<file path="src/rtl/slt_pkg.sv">
package slt_pkg;

    localparam int LINE_BYTES = 8;
    localparam int OFF_W      = $clog2(LINE_BYTES);

    // Bytes touched inside one aligned block; bytes beyond the block end are cut off.
    function automatic logic [LINE_BYTES-1:0] span_mask(input logic [OFF_W-1:0] off,
                                                        input logic [1:0]       size);
        logic [LINE_BYTES-1:0] base;
        base = LINE_BYTES'((32'd1 << (32'd1 << size)) - 32'd1);
        return base << off;
    endfunction

endpackage

</file>
<file path="src/rtl/slt_pick.sv">
module slt_pick #(
    parameter int N     = 16,
    parameter int IDX_W = $clog2(N)
) (
    input  logic [N-1:0]     req,
    output logic             any,
    output logic [IDX_W-1:0] idx
);
    always_comb begin
        idx = '0;
        for (int i = N - 1; i >= 0; i--) begin
            if (req[i]) idx = IDX_W'(i);
        end
        any = |req;
    end
endmodule

</file>
<file path="src/rtl/slt_match.sv">
module slt_match #(
    parameter int N      = 16,
    parameter int TAG_W  = 6,
    parameter int BLK_W  = 29,
    parameter int MASK_W = 8
) (
    input  logic [TAG_W-1:0]  ent_tag  [N],
    input  logic [BLK_W-1:0]  ent_blk  [N],
    input  logic [MASK_W-1:0] ent_mask [N],
    input  logic [BLK_W-1:0]  snoop_blk,
    input  logic [MASK_W-1:0] snoop_mask,
    input  logic [TAG_W-1:0]  chk_tag,
    input  logic [TAG_W-1:0]  alloc_tag,
    output logic [N-1:0]      snoop_ovl,
    output logic [N-1:0]      chk_eq,
    output logic [N-1:0]      alloc_eq
);
    for (genvar g = 0; g < N; g++) begin : g_cmp
        assign snoop_ovl[g] = (ent_blk[g] == snoop_blk) && |(ent_mask[g] & snoop_mask);
        assign chk_eq[g]    = (ent_tag[g] == chk_tag);
        assign alloc_eq[g]  = (ent_tag[g] == alloc_tag);
    end
endmodule

</file>
<file path="src/rtl/slt_age.sv">
module slt_age #(
    parameter int N     = 16,
    parameter int IDX_W = $clog2(N)
) (
    input  logic             clk,
    input  logic             rst_n,
    input  logic             touch_valid,
    input  logic [IDX_W-1:0] touch_idx,
    output logic [IDX_W-1:0] oldest_idx,
    output logic [N-1:0]     oldest_vec
);
    typedef struct packed {
        logic [N-1:0][IDX_W-1:0] rank;
    } age_t;

    age_t age_d, age_q;

    always_comb begin
        age_d = age_q;
        if (touch_valid) begin
            for (int i = 0; i < N; i++) begin
                if (IDX_W'(i) == touch_idx)
                    age_d.rank[i] = '0;
                else if (age_q.rank[i] < age_q.rank[touch_idx])
                    age_d.rank[i] = age_q.rank[i] + 1'b1;
            end
        end
        oldest_idx = '0;
        for (int i = 0; i < N; i++) begin
            oldest_vec[i] = (age_q.rank[i] == IDX_W'(N - 1));
            if (oldest_vec[i]) oldest_idx = IDX_W'(i);
        end
    end

    always_ff @(posedge clk) begin
        if (!rst_n) begin
            for (int i = 0; i < N; i++) age_q.rank[i] <= IDX_W'(i);
        end else begin
            age_q <= age_d;
        end
    end

    AST_ONE_OLDEST: assert property (@(posedge clk) disable iff (!rst_n)
        $onehot(oldest_vec));
endmodule

</file>
<file path="src/rtl/spec_load_table.sv">
module spec_load_table
    import slt_pkg::*;
#(
    parameter int NUM_ENTRIES = 16,
    parameter int TAG_W       = 6,
    parameter int ADDR_W      = 32
) (
    input  logic              clk,
    input  logic              rst_n,
    input  logic              alloc_valid,
    input  logic [TAG_W-1:0]  alloc_tag,
    input  logic [ADDR_W-1:0] alloc_addr,
    input  logic [1:0]        alloc_size,
    input  logic              snoop_valid,
    input  logic [ADDR_W-1:0] snoop_addr,
    input  logic [1:0]        snoop_size,
    input  logic              chk_valid,
    input  logic [TAG_W-1:0]  chk_tag,
    output logic              chk_done,
    output logic              chk_hit
);
    localparam int IDX_W = $clog2(NUM_ENTRIES);
    localparam int BLK_W = ADDR_W - OFF_W;

    typedef struct packed {
        logic                  valid;
        logic [TAG_W-1:0]      tag;
        logic [BLK_W-1:0]      blk;
        logic [LINE_BYTES-1:0] mask;
    } ent_t;

    typedef struct packed {
        ent_t [NUM_ENTRIES-1:0] ents;
        logic                   done;
        logic                   hit;
    } state_t;

    state_t st_d, st_q;

    logic [NUM_ENTRIES-1:0] valid_q;
    logic [TAG_W-1:0]       ent_tag  [NUM_ENTRIES];
    logic [BLK_W-1:0]       ent_blk  [NUM_ENTRIES];
    logic [LINE_BYTES-1:0]  ent_mask [NUM_ENTRIES];

    always_comb begin
        for (int i = 0; i < NUM_ENTRIES; i++) begin
            valid_q[i]  = st_q.ents[i].valid;
            ent_tag[i]  = st_q.ents[i].tag;
            ent_blk[i]  = st_q.ents[i].blk;
            ent_mask[i] = st_q.ents[i].mask;
        end
    end

    logic [NUM_ENTRIES-1:0] snoop_ovl, chk_eq, alloc_eq;

    slt_match #(
        .N(NUM_ENTRIES), .TAG_W(TAG_W), .BLK_W(BLK_W), .MASK_W(LINE_BYTES)
    ) u_match (
        .ent_tag    (ent_tag),
        .ent_blk    (ent_blk),
        .ent_mask   (ent_mask),
        .snoop_blk  (snoop_addr[ADDR_W-1:OFF_W]),
        .snoop_mask (span_mask(snoop_addr[OFF_W-1:0], snoop_size)),
        .chk_tag    (chk_tag),
        .alloc_tag  (alloc_tag),
        .snoop_ovl  (snoop_ovl),
        .chk_eq     (chk_eq),
        .alloc_eq   (alloc_eq)
    );

    // Survivors of the snoop, then of the check.
    logic [NUM_ENTRIES-1:0] live_snp, chk_vec, live_chk, own_vec;

    always_comb begin
        live_snp = valid_q & ~(snoop_valid ? snoop_ovl : '0);
        chk_vec  = chk_eq & live_snp;
        live_chk = live_snp & ~(chk_valid ? chk_vec : '0);
        own_vec  = alloc_eq & live_chk;
    end

    logic             own_any, free_any;
    logic [IDX_W-1:0] own_idx, free_idx, oldest_idx, target;
    logic [NUM_ENTRIES-1:0] oldest_vec;

    slt_pick #(.N(NUM_ENTRIES), .IDX_W(IDX_W)) u_own (
        .req(own_vec), .any(own_any), .idx(own_idx)
    );

    slt_pick #(.N(NUM_ENTRIES), .IDX_W(IDX_W)) u_free (
        .req(~live_chk), .any(free_any), .idx(free_idx)
    );

    always_comb begin
        if (own_any)       target = own_idx;
        else if (free_any) target = free_idx;
        else               target = oldest_idx;
    end

    slt_age #(.N(NUM_ENTRIES), .IDX_W(IDX_W)) u_age (
        .clk         (clk),
        .rst_n       (rst_n),
        .touch_valid (alloc_valid),
        .touch_idx   (target),
        .oldest_idx  (oldest_idx),
        .oldest_vec  (oldest_vec)
    );

    always_comb begin
        st_d = st_q;
        for (int i = 0; i < NUM_ENTRIES; i++) st_d.ents[i].valid = live_chk[i];
        st_d.done = chk_valid;
        st_d.hit  = chk_valid && (|chk_vec);
        if (alloc_valid) begin
            st_d.ents[target].valid = 1'b1;
            st_d.ents[target].tag   = alloc_tag;
            st_d.ents[target].blk   = alloc_addr[ADDR_W-1:OFF_W];
            st_d.ents[target].mask  = span_mask(alloc_addr[OFF_W-1:0], alloc_size);
        end
    end

    always_ff @(posedge clk) begin
        if (!rst_n) begin
            st_q <= '0;
        end else begin
            st_q <= st_d;
        end
    end

    assign chk_done = st_q.done;
    assign chk_hit  = st_q.hit;

    AST_DONE_ONE_LATER: assert property (@(posedge clk) disable iff (!rst_n)
        chk_valid |=> chk_done);
    AST_NO_STRAY_DONE: assert property (@(posedge clk) disable iff (!rst_n)
        !chk_valid |=> !chk_done);
    AST_HIT_NEEDS_DONE: assert property (@(posedge clk) disable iff (!rst_n)
        !chk_done |-> !chk_hit);
    AST_TAG_UNIQUE: assert property (@(posedge clk) disable iff (!rst_n)
        $onehot0(chk_eq & valid_q));
    AST_ALLOC_LANDS: assert property (@(posedge clk) disable iff (!rst_n)
        alloc_valid |=> (|valid_q));
    AST_SNOOP_NO_GROW: assert property (@(posedge clk) disable iff (!rst_n)
        (snoop_valid && !alloc_valid) |=>
            ($countones(valid_q) <= $past($countones(valid_q))));
endmodule

</file>
<file path="config.mk">
export PLATFORM = sky130hd
export DESIGN_NAME = spec_load_table
export DESIGN_NICKNAME = d
export VERILOG_FILES = /design/src/rtl/slt_pkg.sv /design/src/rtl/slt_pick.sv /design/src/rtl/slt_match.sv /design/src/rtl/slt_age.sv /design/src/rtl/spec_load_table.sv
export SDC_FILE = /design/constraint.sdc
export NUM_CORES = 2
export LEC_CHECK = 0
export CAP_MARGIN = 15
export CORE_ASPECT_RATIO = 1.25
export CORE_MARGIN = 2
export CORE_UTILIZATION = 30
export CTS_CLUSTER_SIZE = 20
export DETAILED_ROUTE_END_ITERATION = 8
export GPL_TIMING_DRIVEN = 1
export PLACE_DENSITY = 0.46
export SYNTH_ARGS = -nofsm -noshare
export SYNTH_HDL_FRONTEND = slang
export SYNTH_SLANG_ARGS = --single-unit
export TNS_END_PERCENT = 5
</file>
<file path="constraint.sdc">
create_clock -name clk -period 8.7 [get_ports clk]
set_input_delay 1.74 -clock clk [delete_from_list [all_inputs] [get_ports clk]]
set_output_delay 1.74 -clock clk [all_outputs]
set_load 0.005 [all_outputs]
</file>
==> flow_summary.ini <==
[run_status]
outcome = finished clean

[synth]
synthXorXnorAreaFrac_pct = 14.4
synth-edff-count = 0
avgSynthCellArea_um2 = 7.80
synthFlopType = dfxtp_1
ys_top_cells_by_area = dfxtp_1 (39%), nand2_1 (13%), xnor2_1 (11%)
synthArstFlopShare_pct = 0
synth-compound-area-share_pct = 15.0
netlist_top_cells_count = nand2_1 (1404), dfxtp_1 (770), a21oi_1 (683)
netlist.area_leader.share_pct = 38.8
synthMuxAreaShare_pct = 2.28
synth-seq-cells = 770
yosys_warnings = 0
synth_top_family_by_area = simple AND/OR/NAND/NOR gates
synth_nets = 5239
postSynthCellCount = 5090
yosys.area_share.adder_pct = 2.02
yosysTopAreaCell = dfxtp_1
yosysMostFrequentCell = nand2_1
synth.distinct_cells = 105
yosysSeqAreaShare_pct = 38.8
synthSimpleGateAreaFrac_pct = 22.8
netlist_area_mm2 = 0.0397

[place]
gp_congestion = 0.929
dp_slack_ns = -0.0656
place_area_mm2 = 0.0430
port_buffers = 86
hpwlAfterDp_um = 108000

[drt]
vias = 35900
dr.pass1.iters = 6
routedWlPerCell_um = 23.8
drc = 0
vias_per_cell = 5.23
drtIter0Drc = 3171
routed_wl_um = 164000
ant_nets = 0

[global_route]
grt_antenna_before_repair = 5
track_usage_pct = 23.6
overflow = 0
grt_pass1_vias = 33838
grt_max_degree = 184
grt_pass1_wl_um = 238000

[finish]
multi_input_area_mm2 = 0.0226
fillers = 13963
area_growth_pct = 16.0
seq_area_mm2 = 0.0154
layout.nets = 5207
fin_area_mm2 = 0.0460
final_layout_size_suffix_gt1_share_pct = 9.07

[cts]
cts_tree = done
cts_buffers = 92
cts-root-buf = clkbuf_16
ctsHoldBuffers = 0
worstSkewPairLatency_ns = 0.70
clockBufferDepth = 3
path_clk_slew_ns = 0.05
post_cts_buffers = 0
cts_resized = 0
clock_sinks = 770
h-tree-depth = 3

[floorplanning]
dieWidth_um = 329
rows = 149
die-area_mm2 = 0.135
core_mm2 = 0.132
io_pins = 87
die_h_um = 411
initial_core_util_pct = 30.2

[worst_setup_path]
critPathKind = in2reg
reg2reg_slack_ns = 2.54
cp_max_fo = 26
reg2reg_depth = 19
crit_required_ns = 9.29
critPathLaunchType = primary input
cp-end-kind = register
arrival_ns = 8.76

[power]
p_total_uw = 8770
p_leak_uw = 0.0149
powerDensity_mw_per_mm2 = 191
ir_drop_mv = 0.136

[timing]
period_needed_ns = 8.16
worst_pin_slew_ns = 1.19
fin_ws_ns = 0.536
max_freq_mhz = 122
drv_slew = 0
grt_setup_unrepaired = false
fin_crit_sh_pct = 93.8
hold_violations = 0
max-slew-margin-rel_pct = 20.6
finalSetupViolCount = 0
finalClockSkew_ns = 0.0375
hold_slack_ns = 0.450

[flow_run]
cap_violations = 0

[worst_hold_path]
hold_path_class = reg2reg
whs_path_depth = 2
[worst paths after layout]
path                                startpoint               to
worst max-delay path            snoop_addr[21]  u_age.age_q[54]
worst min register to register        register         register
worst max register to register        register  u_age.age_q[54]
worst min-delay path                  register         register
[cell families after synthesis]
| family | after synthesis |
|---|---|
| and+or+nand+nor | 2067 |
| AOI/OAI and AO/OA | 997 |
| DFF | 770 |
| xor gates and xnor gates | 654 |
| buffers and inverters | 463 |
| muxes | 75 |
| adders and majority gates | 64 |
[layout by cell type (no fill, tap or decap), drive strengths merged, types with 8 or more instances in the layout]
cell           synthesis  final
a211oi                26     26
a21boi                13     13
a21o                  16     16
a21oi                685    685
a222oi                14     14
a22o                  16     16
a22oi                 14     14
a311o                  9      9
a31oi                 21     21
and2                  11     11
and3                  18     18
buf                   89    230
clkbuf               330    132
clkdlybuf4s50          0     63
clkinv                 1     18
dfxtp                770    770
ha                    64     64
inv                   43     47
mux2i                 59     59
mux4                  12     12
nand2               1405   1405
nand2b                16     16
nand3                112    112
nand3b                10     10
nand4                148    148
nor2                 161    161
nor3                  53     53
nor4                  67     67
nor4b                  9      9
o2111ai                8      8
o211ai                26     26
o21a                  11     11
o21ai                 42     42
o22ai                  9      9
o311ai                11     11
or3                   13     13
or4                    9      9
xnor2                493    493
xor2                 161    161
[metrics by stage]
step           util, %  TNS [ns]  cells
3_5_place_dp      32.7   -0.0686   6700
5_1_grt           35.0         0   6865
6_report          35.0         0   6866
3_3_place_gp      32.7   -0.0326   6700
2_1_floorplan        -         0   5090
4_1_cts           35.0         0   6861
[routing by layer]
layer | share of wire, % | up-vias | GRT usage [%]
met1 | 41 | 17541 | 28.6
li1 | - | 17135 | -
met2 | 51 | 954 | 42.1
met3 | 4.3 | 270 | 2.58
met4 | 4.0 | 0 | 10.0
met5 | 0 | - | 0
[power by group]
part	switching (µW)	internal (µW)	total, µW
clock network	1640	2310	3950
logic	758	400	1160
registers	74.0	3590	3660
total	2470	6300	8770
[critical path, stage by stage]
cell and delay [ns]:
clkdlybuf4s50_1 0.84, buf_4 0.38, buf_4 0.16, xnor2_1 0.23, nand4b_1 0.11, or4_1 0.61
a211oi_1 0.70, nor2_1 0.25, nand4_2 0.26, nor4_4 0.09, and2_1 0.18, o311ai_1 0.42
nand2_2 0.12, buf_12 0.18, mux4_2 0.43, mux2_2 0.28, o21ai_1 0.24, buf_4 0.25
ha_1 0.27, a221oi_1 0.53, nand2_1 0.19, o311ai_1 0.24
[area by class of cell]
type                    instances  share of cell area [%]
repair buffers                293                    5.73
inverters                      44                   0.375
multi-input cells            3857                    49.1
clock buffers                 132                    5.74
clock inverters                29                   0.799
well taps                    1736                    4.72
flip-flops and latches        770                    33.5
diodes                          5                  0.0272
(Power assumes the default switching activity.)
